**src/rtl/sfc_pkg.sv**
```systemverilog
package sfc_pkg;
  localparam int MAX_BYTES = 4;
  localparam int IDX_W     = 2;
  localparam int CNT_W     = 3;
  localparam int BANK_W    = 2;
  localparam int DSEL_W    = 4;

  localparam logic [4:0] ADDR_CTL1 = 5'h00;
  localparam logic [4:0] ADDR_CTL2 = 5'h04;
  localparam logic [4:0] ADDR_STAT = 5'h08;
  localparam logic [4:0] ADDR_TX   = 5'h0C;
  localparam logic [4:0] ADDR_RX   = 5'h10;

  localparam logic [7:0] OP_RDSR = 8'h05;
  localparam logic [7:0] OP_WREN = 8'h06;

  typedef enum logic [1:0] {
    CMD_SW   = 2'd0,
    CMD_RDSR = 2'd1,
    CMD_WREN = 2'd2
  } cmdKind_e;

  // request from the register file to the sequencer
  typedef struct packed {
    logic              go;
    cmdKind_e          kind;
    logic [BANK_W-1:0] bank;
    logic [CNT_W-1:0]  txCnt;
    logic [CNT_W-1:0]  rxCnt;
  } startReq_t;

  // strobes from the sequencer to the datapath
  typedef struct packed {
    logic              loadByte;
    logic              loadTx;
    logic [IDX_W-1:0]  loadIdx;
    logic              shiftBit;
    logic              sampleBit;
    logic              storeRx;
    logic [IDX_W-1:0]  storeIdx;
    logic              finish;
    cmdKind_e          kind;
    logic [BANK_W-1:0] bank;
  } engStrobe_t;
endpackage

```
**src/rtl/sfc_ctrl.sv**
```systemverilog
module sfc_ctrl
  import sfc_pkg::*;
#(
  parameter int BANKS   = 4,
  parameter int PRESC_W = 8
) (
  input  logic               clk,
  input  logic               rstN,
  input  startReq_t          req,
  input  logic [PRESC_W-1:0] presc,
  input  logic [DSEL_W-1:0]  dsel,
  output engStrobe_t         strb,
  output logic               busy,
  output logic               sclk,
  output logic [BANKS-1:0]   csN
);
  localparam int DES_W = DSEL_W + PRESC_W + 2;
  localparam int TOT_W = CNT_W + 1;

  typedef enum logic [2:0] {ST_IDLE, ST_LOAD, ST_LOW, ST_HIGH, ST_DESEL} state_e;

  state_e             state;
  logic [PRESC_W-1:0] halfQ, divCnt;
  logic [2:0]         bitCnt;
  logic [TOT_W-1:0]   byteCnt, totalQ;
  logic [CNT_W-1:0]   nTxQ;
  cmdKind_e           kindQ;
  logic [BANK_W-1:0]  bankQ;
  logic [DES_W-1:0]   desCnt, desLimQ;
  logic               selQ, sclkQ;

  logic [PRESC_W-1:0] effPresc;
  logic [DES_W-1:0]   desLimNext;
  logic [TOT_W-1:0]   nxtByte, reqTotal;
  logic               halfDone, lastBit, moreBytes, curTx, nxtTx;
  logic [IDX_W-1:0]   curIdx, nxtIdx;

  function automatic logic isTxByte(input logic [TOT_W-1:0] n, input logic [CNT_W-1:0] nTx);
    return n < TOT_W'(nTx);
  endfunction

  function automatic logic [IDX_W-1:0] idxOf(input logic [TOT_W-1:0] n, input logic [CNT_W-1:0] nTx);
    logic [TOT_W-1:0] rel;
    rel = isTxByte(n, nTx) ? n : (n - TOT_W'(nTx));
    return rel[IDX_W-1:0];
  endfunction

  always_comb begin
    effPresc   = (presc == '0) ? PRESC_W'(1) : presc;
    desLimNext = (DES_W'(dsel) + DES_W'(1)) * (DES_W'(effPresc) << 1);
    reqTotal   = TOT_W'(req.txCnt) + TOT_W'(req.rxCnt);
    nxtByte    = byteCnt + TOT_W'(1);
    halfDone   = (divCnt == halfQ - PRESC_W'(1));
    lastBit    = (bitCnt == 3'd7);
    moreBytes  = (nxtByte < totalQ);
    curTx      = isTxByte(byteCnt, nTxQ);
    nxtTx      = isTxByte(nxtByte, nTxQ);
    curIdx     = idxOf(byteCnt, nTxQ);
    nxtIdx     = idxOf(nxtByte, nTxQ);
  end

  // strobe generation
  always_comb begin
    strb      = '0;
    strb.kind = kindQ;
    strb.bank = bankQ;
    unique case (state)
      ST_LOAD: begin
        strb.loadByte = 1'b1;
        strb.loadTx   = curTx;
        strb.loadIdx  = curIdx;
      end
      ST_LOW: strb.sampleBit = halfDone;
      ST_HIGH: begin
        if (halfDone) begin
          if (!lastBit) begin
            strb.shiftBit = 1'b1;
          end else begin
            strb.storeRx  = !curTx;
            strb.storeIdx = curIdx;
            if (moreBytes) begin
              strb.loadByte = 1'b1;
              strb.loadTx   = nxtTx;
              strb.loadIdx  = nxtIdx;
            end
          end
        end
      end
      ST_DESEL: strb.finish = (desCnt == desLimQ - DES_W'(1));
      default: ;
    endcase
  end

  always_ff @(posedge clk or negedge rstN) begin
    if (!rstN) begin
      state   <= ST_IDLE;
      halfQ   <= '0;
      divCnt  <= '0;
      bitCnt  <= '0;
      byteCnt <= '0;
      totalQ  <= '0;
      nTxQ    <= '0;
      kindQ   <= CMD_SW;
      bankQ   <= '0;
      desCnt  <= '0;
      desLimQ <= '0;
      selQ    <= 1'b0;
      sclkQ   <= 1'b0;
    end else begin
      unique case (state)
        ST_IDLE: begin
          if (req.go) begin
            kindQ   <= req.kind;
            bankQ   <= req.bank;
            nTxQ    <= req.txCnt;
            totalQ  <= reqTotal;
            halfQ   <= effPresc;
            desLimQ <= desLimNext;
            byteCnt <= '0;
            bitCnt  <= '0;
            divCnt  <= '0;
            desCnt  <= '0;
            if (reqTotal == '0) begin
              state <= ST_DESEL;
            end else begin
              state <= ST_LOAD;
              selQ  <= 1'b1;
            end
          end
        end
        ST_LOAD: begin
          state  <= ST_LOW;
          divCnt <= '0;
        end
        ST_LOW: begin
          if (halfDone) begin
            sclkQ  <= 1'b1;
            divCnt <= '0;
            state  <= ST_HIGH;
          end else begin
            divCnt <= divCnt + PRESC_W'(1);
          end
        end
        ST_HIGH: begin
          if (halfDone) begin
            sclkQ  <= 1'b0;
            divCnt <= '0;
            if (!lastBit) begin
              bitCnt <= bitCnt + 3'd1;
              state  <= ST_LOW;
            end else begin
              bitCnt <= '0;
              if (moreBytes) begin
                byteCnt <= nxtByte;
                state   <= ST_LOW;
              end else begin
                selQ   <= 1'b0;
                desCnt <= '0;
                state  <= ST_DESEL;
              end
            end
          end else begin
            divCnt <= divCnt + PRESC_W'(1);
          end
        end
        ST_DESEL: begin
          if (desCnt == desLimQ - DES_W'(1)) state <= ST_IDLE;
          else desCnt <= desCnt + DES_W'(1);
        end
        default: state <= ST_IDLE;
      endcase
    end
  end

  assign busy = (state != ST_IDLE);
  assign sclk = sclkQ;

  for (genvar b = 0; b < BANKS; b++) begin : g_cs
    assign csN[b] = ~(selQ && (bankQ == BANK_W'(b)));
  end


  one_cs_chk: assert property (@(posedge clk) disable iff (!rstN) $countones(~csN) <= 1);

  sclk_sel_chk: assert property (@(posedge clk) disable iff (!rstN) sclk |-> (csN != '1));

  div_range_chk: assert property (@(posedge clk) disable iff (!rstN)
    ((state == ST_LOW) || (state == ST_HIGH)) |-> (divCnt < halfQ));

  go_idle_chk: assert property (@(posedge clk) disable iff (!rstN) req.go |-> !busy);
endmodule

```
**src/rtl/sfc_datapath.sv**
```systemverilog
module sfc_datapath
  import sfc_pkg::*;
#(
  parameter int BANKS   = 4,
  parameter int PRESC_W = 8
) (
  input  logic               clk,
  input  logic               rstN,
  input  logic               regSel,
  input  logic               regWe,
  input  logic [4:0]         regAddr,
  input  logic [31:0]        regWdata,
  output logic [31:0]        regRdata,
  input  engStrobe_t         strb,
  input  logic               busy,
  input  logic               miso,
  output startReq_t          req,
  output logic [PRESC_W-1:0] presc,
  output logic [DSEL_W-1:0]  dsel,
  output logic               mosi,
  output logic               irq
);
  localparam int PAD_BANKS = 4;

  logic               swModeQ;
  logic [BANKS-1:0]   bankEnQ;
  logic [DSEL_W-1:0]  dselQ;
  logic [PRESC_W-1:0] prescQ;
  logic [3:0]         txLenQ;
  logic [2:0]         rxLenQ;
  logic               tfieQ, wcieQ;
  logic [BANK_W-1:0]  bankSelQ;
  logic [31:0]        txReg, rxReg;
  logic [7:0]         flashStat;
  logic               tff, wcf, erfWr, erfAcc;
  logic [BANKS-1:0]   wmBits;
  logic [7:0]         shReg, inReg;

  logic               wrEn, wrCtl1, wrCtl2, wrStat, wrTx, cmdAccept;
  logic               cmdSw, cmdRd, cmdWe, anyCmd, mismatch, bankOk;
  logic [BANK_W-1:0]  wBank;
  logic [PAD_BANKS-1:0] enPad, wmPad;
  logic [CNT_W-1:0]   swTx, swRx;
  logic [7:0]         outByte;

  always_comb begin
    wrEn      = regSel && regWe;
    wrCtl1    = wrEn && (regAddr == ADDR_CTL1);
    wrCtl2    = wrEn && (regAddr == ADDR_CTL2);
    wrStat    = wrEn && (regAddr == ADDR_STAT);
    wrTx      = wrEn && (regAddr == ADDR_TX);
    cmdAccept = wrCtl2 && !busy;
    cmdSw     = regWdata[7];
    cmdRd     = regWdata[10];
    cmdWe     = regWdata[11];
    wBank     = regWdata[13:12];
    anyCmd    = cmdSw || cmdRd || cmdWe;
    mismatch  = swModeQ ? (cmdRd || cmdWe) : cmdSw;
    enPad     = '0;
    enPad[BANKS-1:0] = bankEnQ;
    wmPad     = '0;
    wmPad[BANKS-1:0] = wmBits;
    bankOk    = enPad[wBank];
    swTx      = (regWdata[3:0] > 4'd4) ? CNT_W'(MAX_BYTES) : regWdata[2:0];
    swRx      = (regWdata[6:4] > 3'd4) ? CNT_W'(MAX_BYTES) : regWdata[6:4];
  end

  always_comb begin
    req.go    = cmdAccept && anyCmd && !mismatch && bankOk;
    req.kind  = swModeQ ? CMD_SW : (cmdRd ? CMD_RDSR : CMD_WREN);
    req.bank  = wBank;
    req.txCnt = swModeQ ? swTx : CNT_W'(1);
    req.rxCnt = swModeQ ? swRx : (cmdRd ? CNT_W'(1) : CNT_W'(0));
  end

  // control registers
  always_ff @(posedge clk or negedge rstN) begin
    if (!rstN) begin
      swModeQ  <= 1'b0;
      bankEnQ  <= '0;
      dselQ    <= '0;
      prescQ   <= '0;
      txLenQ   <= '0;
      rxLenQ   <= '0;
      tfieQ    <= 1'b0;
      wcieQ    <= 1'b0;
      bankSelQ <= '0;
      txReg    <= '0;
    end else begin
      if (wrCtl1) begin
        swModeQ <= regWdata[28];
        bankEnQ <= regWdata[BANKS-1:0];
        dselQ   <= regWdata[7:4];
        prescQ  <= regWdata[8 +: PRESC_W];
      end
      if (cmdAccept) begin
        txLenQ   <= regWdata[3:0];
        rxLenQ   <= regWdata[6:4];
        tfieQ    <= regWdata[8];
        wcieQ    <= regWdata[9];
        bankSelQ <= wBank;
      end
      if (wrTx) txReg <= regWdata;
    end
  end

  // status flags and per-bank write-mode bits
  always_ff @(posedge clk or negedge rstN) begin
    if (!rstN) begin
      tff       <= 1'b0;
      wcf       <= 1'b0;
      erfWr     <= 1'b0;
      erfAcc    <= 1'b0;
      flashStat <= '0;
      wmBits    <= '0;
    end else begin
      if (wrStat) begin
        tff    <= tff && regWdata[8];
        wcf    <= wcf && regWdata[9];
        erfWr  <= erfWr && regWdata[10];
        erfAcc <= erfAcc && regWdata[11];
      end
      if (cmdAccept && anyCmd) begin
        if (mismatch) erfWr <= 1'b1;
        else if (!bankOk) erfAcc <= 1'b1;
      end
      if (strb.finish) begin
        tff <= 1'b1;
        if (strb.kind == CMD_RDSR) begin
          flashStat <= inReg;
          if (!inReg[0] && wmBits[strb.bank]) begin
            wcf                 <= 1'b1;
            wmBits[strb.bank]   <= 1'b0;
          end
        end else if (strb.kind == CMD_WREN) begin
          wmBits[strb.bank] <= 1'b1;
        end
      end
    end
  end

  always_comb begin
    unique case (strb.kind)
      CMD_RDSR: outByte = OP_RDSR;
      CMD_WREN: outByte = OP_WREN;
      default:  outByte = txReg[8*strb.loadIdx +: 8];
    endcase
  end

  // shifters and receive word
  always_ff @(posedge clk or negedge rstN) begin
    if (!rstN) begin
      shReg <= '0;
      inReg <= '0;
      rxReg <= '0;
    end else begin
      if (strb.loadByte) shReg <= strb.loadTx ? outByte : 8'h00;
      else if (strb.shiftBit) shReg <= {shReg[6:0], 1'b0};
      if (strb.sampleBit) inReg <= {inReg[6:0], miso};
      if (req.go && (req.kind == CMD_SW)) rxReg <= '0;
      else if (strb.storeRx && (strb.kind == CMD_SW)) rxReg[8*strb.storeIdx +: 8] <= inReg;
    end
  end

  always_comb begin
    regRdata = '0;
    if (regSel) begin
      unique case (regAddr)
        ADDR_CTL1: begin
          regRdata[28]              = swModeQ;
          regRdata[8 +: PRESC_W]    = prescQ;
          regRdata[7:4]             = dselQ;
          regRdata[PAD_BANKS-1:0]   = enPad;
        end
        ADDR_CTL2: regRdata = {18'b0, bankSelQ, 2'b00, wcieQ, tfieQ, 1'b0, rxLenQ, txLenQ};
        ADDR_STAT: regRdata = {16'b0, wmPad, erfAcc, erfWr, wcf, tff, flashStat};
        ADDR_TX:   regRdata = txReg;
        ADDR_RX:   regRdata = rxReg;
        default:   regRdata = '0;
      endcase
    end
  end

  assign presc = prescQ;
  assign dsel  = dselQ;
  assign mosi  = shReg[7];
  assign irq   = (tff && tfieQ) || (wcf && wcieQ);


  tff_src_chk: assert property (@(posedge clk) disable iff (!rstN) $rose(tff) |-> $past(strb.finish));

  wm_src_chk: assert property (@(posedge clk) disable iff (!rstN)
    ((wmBits & ~$past(wmBits)) != '0) |-> $past(strb.finish && (strb.kind == CMD_WREN)));

  forbid_nogo_chk: assert property (@(posedge clk) disable iff (!rstN)
    ($rose(erfWr) || $rose(erfAcc)) |-> $past(!req.go));
endmodule

```
**src/rtl/sfc_engine.sv**
```systemverilog
module sfc_engine
  import sfc_pkg::*;
#(
  parameter int BANKS   = 4,
  parameter int PRESC_W = 8
) (
  input  logic             clk,
  input  logic             rstN,
  input  logic             regSel,
  input  logic             regWe,
  input  logic [4:0]       regAddr,
  input  logic [31:0]      regWdata,
  output logic [31:0]      regRdata,
  output logic             sclk,
  output logic [BANKS-1:0] csN,
  output logic             mosi,
  input  logic             miso,
  output logic             irq
);
  startReq_t          req;
  engStrobe_t         strb;
  logic               busy;
  logic [PRESC_W-1:0] presc;
  logic [DSEL_W-1:0]  dsel;

  sfc_datapath #(.BANKS(BANKS), .PRESC_W(PRESC_W)) u_dp (
    .clk(clk), .rstN(rstN), .regSel(regSel), .regWe(regWe), .regAddr(regAddr),
    .regWdata(regWdata), .regRdata(regRdata), .strb(strb), .busy(busy),
    .miso(miso), .req(req), .presc(presc), .dsel(dsel), .mosi(mosi), .irq(irq)
  );

  sfc_ctrl #(.BANKS(BANKS), .PRESC_W(PRESC_W)) u_ctrl (
    .clk(clk), .rstN(rstN), .req(req), .presc(presc), .dsel(dsel),
    .strb(strb), .busy(busy), .sclk(sclk), .csN(csN)
  );
endmodule

```
**config.mk**
```make
export PLATFORM = sky130hd
export DESIGN_NAME = sfc_engine
export DESIGN_NICKNAME = d
export VERILOG_FILES = /design/src/rtl/sfc_pkg.sv /design/src/rtl/sfc_ctrl.sv /design/src/rtl/sfc_datapath.sv /design/src/rtl/sfc_engine.sv
export SDC_FILE = /design/constraint.sdc
export NUM_CORES = 1
export LEC_CHECK = 0
export BUFFER_PORTS_ARGS = -buffer_cell sky130_fd_sc_hd__buf_2
export CORE_MARGIN = 5
export CORE_UTILIZATION = 55
export DETAILED_ROUTE_END_ITERATION = 8
export PLACE_DENSITY_LB_ADDON = 0.15
export SETUP_SLACK_MARGIN = 0.1
export SLEW_MARGIN = 20
export SYNTH_ARGS = -nofsm -noshare
export SYNTH_HDL_FRONTEND = slang
export SYNTH_SLANG_ARGS = --single-unit
```
**constraint.sdc**
```tcl
create_clock -name clk -period 4.23 [get_ports clk]
set_input_delay 1.0575 -clock clk [delete_from_list [all_inputs] [get_ports clk]]
set_output_delay 1.0575 -clock clk [all_outputs]
set_load 0.005 [all_outputs]
```
==> metrics.md <==
| Metric | Value |
|---|---|
| Clock network power share | 34.6% |
| Worst reg2reg setup slack | 0.13 ns |
| Fmax | 244 MHz |
| Internal | 3170 uW |
| Leading cell types in the layout, fill and taps excluded | dfrtp_1 (190), nand2_1 (86), mux2_2 (85) |
| Critical Path RT | 4.55 ns |
| Total negative setup slack | 0 ns |
| Count of input and output buffers | 80 |
| Total wire length | 32.0 mm |
| Fraction of layout cells with a size suffix above 1 | 23.1% |
| Die height | 154 um |
| Core Rows | 52 |
| Area used by multi-input combinational logic | 0.00630 mm2 |
| Netlist cell types | 73 |
| Initial core utilization | 56.1% |
| Comb pwr share | 18.3% |
| Critical Path End | u_ctrl.desLimQ[13]$_DFFE_PN0P_ |
| First-pass GRT wire length | 51.5 mm |
| Asr flop ratio synth | 100% |
| HPWL after DPL | 23.3 mm |
| Arr. time, crit path | 4.42 ns |
| RePlAce Congestion | 0.856 |
| Slew @ Worst Pin | 0.822 ns |
| Worst R2R End | u_ctrl.desLimQ[13]$_DFFE_PN0P_ |
| Die ar. | 0.0237 mm2 |
| Via density | 6.22 |
| Startpoint Class | flop |
| Antenna Nets Post-Route | 0 |
| Largest net degree at the start of global routing | 94 |
| Tcrit/Tclk final | 97.0% |
| Yosys warning count | 0 |
| Clk pin slew, worst setup/hold paths | 0.07 ns |
| Clock root cell | clkbuf_16 |
| Period minus WS final | 4.10 ns |
| Syn_area_per_cell | 10.2 um2 |
| Overall global routing resource usage | 27.1% |
| CP max FO | 8 |
| Worst-Skew Late Latency | 0.44 ns |
| Cell Area, Placed | 0.0123 mm2 |
| Endpoints failing setup | 0 |
| DRC | 0 |
| CTS tree | yes |
| Clock skew | 0.0137 ns |
| Reg2reg path depth | 17 |
| Drt initial violations | 903 |
| Crit end category | flop |
| DRT Pass-1 Iters | 7 |
| I/O pins | 81 |
| Fill count | 1693 |
| Cell area after layout | 0.0130 mm2 |
| Gr ovfl total | 0 |
| EDFF count, synth | 0 |
| Clk buf depth | 2 |
| CTS Sinks | 190 |
| Initial antenna violation count | 0 |
| Most common flop cell mapped by yosys | dfrtp_1 |
| Nets | 1323 |
| Lkg Pwr | 0.00620 uW |
| Sw Ratio | 32.4% |
| DP Cell Count | 1456 |
| Vias in the first global route | 9263 |
| Status | finished clean |
| Via count | 9303 |
| Final hold vios | 0 |
| Register area share after synthesis | 41.7% |
| Seq cells post-synth | 190 |
| Number of max-cap violations | 0 |
| Slew Limit Fails | 0 |
| Sequential Power Share | 47.1% |
| Cell Area, Synth | 0.0114 mm2 |
| Max-slew headroom | 45.2% |
| Core ar. | 0.0203 mm2 |
| Area growth syn-to-layout | 14.2% |
| Hold Path Class | reg -> reg |
| Crit. Startpoint | u_dp.dsel[1]$_DFFE_PN0P_ |
| Hold Buf Count CTS | 0 |
| Commonest non-fill, non-tap cell in the layout | dfrtp_1 |
| Die Span X | 154 um |
| Pwr dens | 360 mW/mm2 |
| Cts bufs inserted | 17 |
| Reg2reg start | u_dp.dsel[1]$_DFFE_PN0P_ |
| # H-tree levels | 4 |
| Final core occ | 64.1% |
| Wire length per cell | 21.4 um |
| Finished Layout Cells | 1496 |
| Post-Synthesis Cells | 1116 |
| P_sw | 1520 uW |
| Inserted Diodes | 0 |
| Crit Path Category | reg -> reg |
| Synthesized Nets | 1226 |
| RSZ-0062 raised after global routing | true |
| Worst VDD drop | 0.274 mV |
| Register area | 0.00475 mm2 |
## worst max-delay path, stage by stage, from the launching register on
cell      delay (ns)
dfrtp_1         0.41
ha_2            0.19
xor2_1          0.13
buf_4           0.17
and2_1          0.16
fa_1            0.45
fa_1            0.49
inv_1           0.05
fa_1            0.53
inv_1           0.06
ha_4            0.26
inv_1           0.05
o21bai_1        0.19
a21oi_2         0.09
o21bai_1        0.20
a31oi_1         0.15
buf_4           0.16
a211o_1         0.24
## final cells by class
cell class,instances,share of cell area (%)
Multi-Input combinational cell,807,48.4
Sequential cell,190,36.5
Timing Repair Buffer,126,5.92
Clock buffer,17,3.27
Tap cell,270,2.60
Inverter,71,2.05
Clock inverter,15,1.25
## worst min path at each step
stage	cells past startpoint	startpoint	endpoint	slack, ns
6_report	2	u_ctrl.totalQ[3]$_DFFE_PN0P_	u_ctrl.totalQ[3]$_DFFE_PN0P_	0.48
5_1_grt	1	u_ctrl.bitCnt[0]$_DFFE_PN0P_	u_ctrl.bitCnt[0]$_DFFE_PN0P_	0.50
4_1_cts	2	u_ctrl.totalQ[3]$_DFFE_PN0P_	u_ctrl.totalQ[3]$_DFFE_PN0P_	0.49
3_5_place_dp	2	u_ctrl.totalQ[3]$_DFFE_PN0P_	u_ctrl.totalQ[3]$_DFFE_PN0P_	0.47
3_3_place_gp	2	u_ctrl.totalQ[3]$_DFFE_PN0P_	u_ctrl.totalQ[3]$_DFFE_PN0P_	0.47
2_1_floorplan	2	u_dp.rxReg[0]$_DFFE_PN0P_	u_dp.rxReg[0]$_DFFE_PN0P_	0.45
## flip-flops by register name, summed over array words and instances, names as in the netlist, 4 cells and up, named ones only
signal          flops
u_dp.inReg          8
u_dp.flashStat      8
u_dp.txLenQ         4
u_dp.txReg         32
u_ctrl.desLimQ     13
u_dp.shReg          8
u_ctrl.byteCnt      4
u_dp.dsel           4
u_ctrl.desCnt      14
u_dp.rxReg         32
u_dp.bankEnQ        4
u_dp.presc          8
u_ctrl.totalQ       4
u_ctrl.halfQ        8
u_ctrl.divCnt       8
## synth_stat cells (5+ instances only)
cell type	instances	area, um2
and3b_1	5	43.8
buf_1	7	26.3
nand2b_1	13	81.3
and3_1	19	119
nor2_1	41	154
nand3_1	23	115
fa_1	21	420
a21oi_1	51	255
nand4_1	7	43.8
o21ai_0	63	315
o21a_1	5	37.5
mux2i_1	19	190
a22oi_1	28	210
clkbuf_1	36	135
o31ai_1	19	143
inv_1	71	267
a21o_1	11	82.6
nor3b_1	6	45.0
nor3_1	18	90.1
a222oi_1	17	170
or3_1	18	113
nand3b_1	5	37.5
xor2_1	12	105
dfrtp_1	190	4750
xnor2_1	22	193
a22o_1	32	280
mux2_2	85	957
a31oi_1	6	37.5
ha_1	47	588
nor2b_1	30	188
nor4_1	9	56.3
nand2_1	89	334
and2_1	24	150
## layer usage
layer	track usage (%)	vias to the layer above	wire (um)
met5	0	-	0
met4	6.85	0	596
met3	4.67	50	2200
met2	42.6	352	15300
met1	39.2	4656	13900
li1	-	4245	-
## power groups by stage
stage / registers (uW) / logic (uW) / clock network (uW)
2_1_floorplan: 2150 / 570 / 0
3_3_place_gp: 2230 / 790 / 0
3_5_place_dp: 2230 / 816 / 0
4_1_cts: 2190 / 851 / 1650
5_1_grt: 2230 / 960 / 1720
6_report: 2210 / 859 / 1620
## logic make-up (layout without fill, tap and decap cells)
group / after synthesis / count (layout) / synth area share (%)
buffers and inverters: 119 / 229 / 4.00
AOI/OAI and AO/OA: 265 / 265 / 16.4
muxes: 106 / 106 / 10.5
and+or+nand+nor: 334 / 334 / 15.9
DFF: 190 / 190 / 41.7
xor gates and xnor gates: 34 / 34 / 2.61
adders and majority gates: 68 / 68 / 8.85
## stage by stage
stage	setup WS, ns	total power, uW	hold WS [ns]
floorplan	0.129	2720	0.447
global placement	0.0369	3020	0.466
detailed placement	-0.0184	3050	0.470
CTS	0.108	4690	0.488
global route	-0.0545	4910	0.505
finish	0.127	4690	0.485
## what timing repair did
action / CTS / global route
gates resized for setup: 11 / 7
hold endpoints to repair: 0 / 0
pin swaps: 18 / 19
setup endpoints to repair: 4 / 12
buffers inserted: 7 / 1
Note: power is estimated with default switching activity, not from simulation.
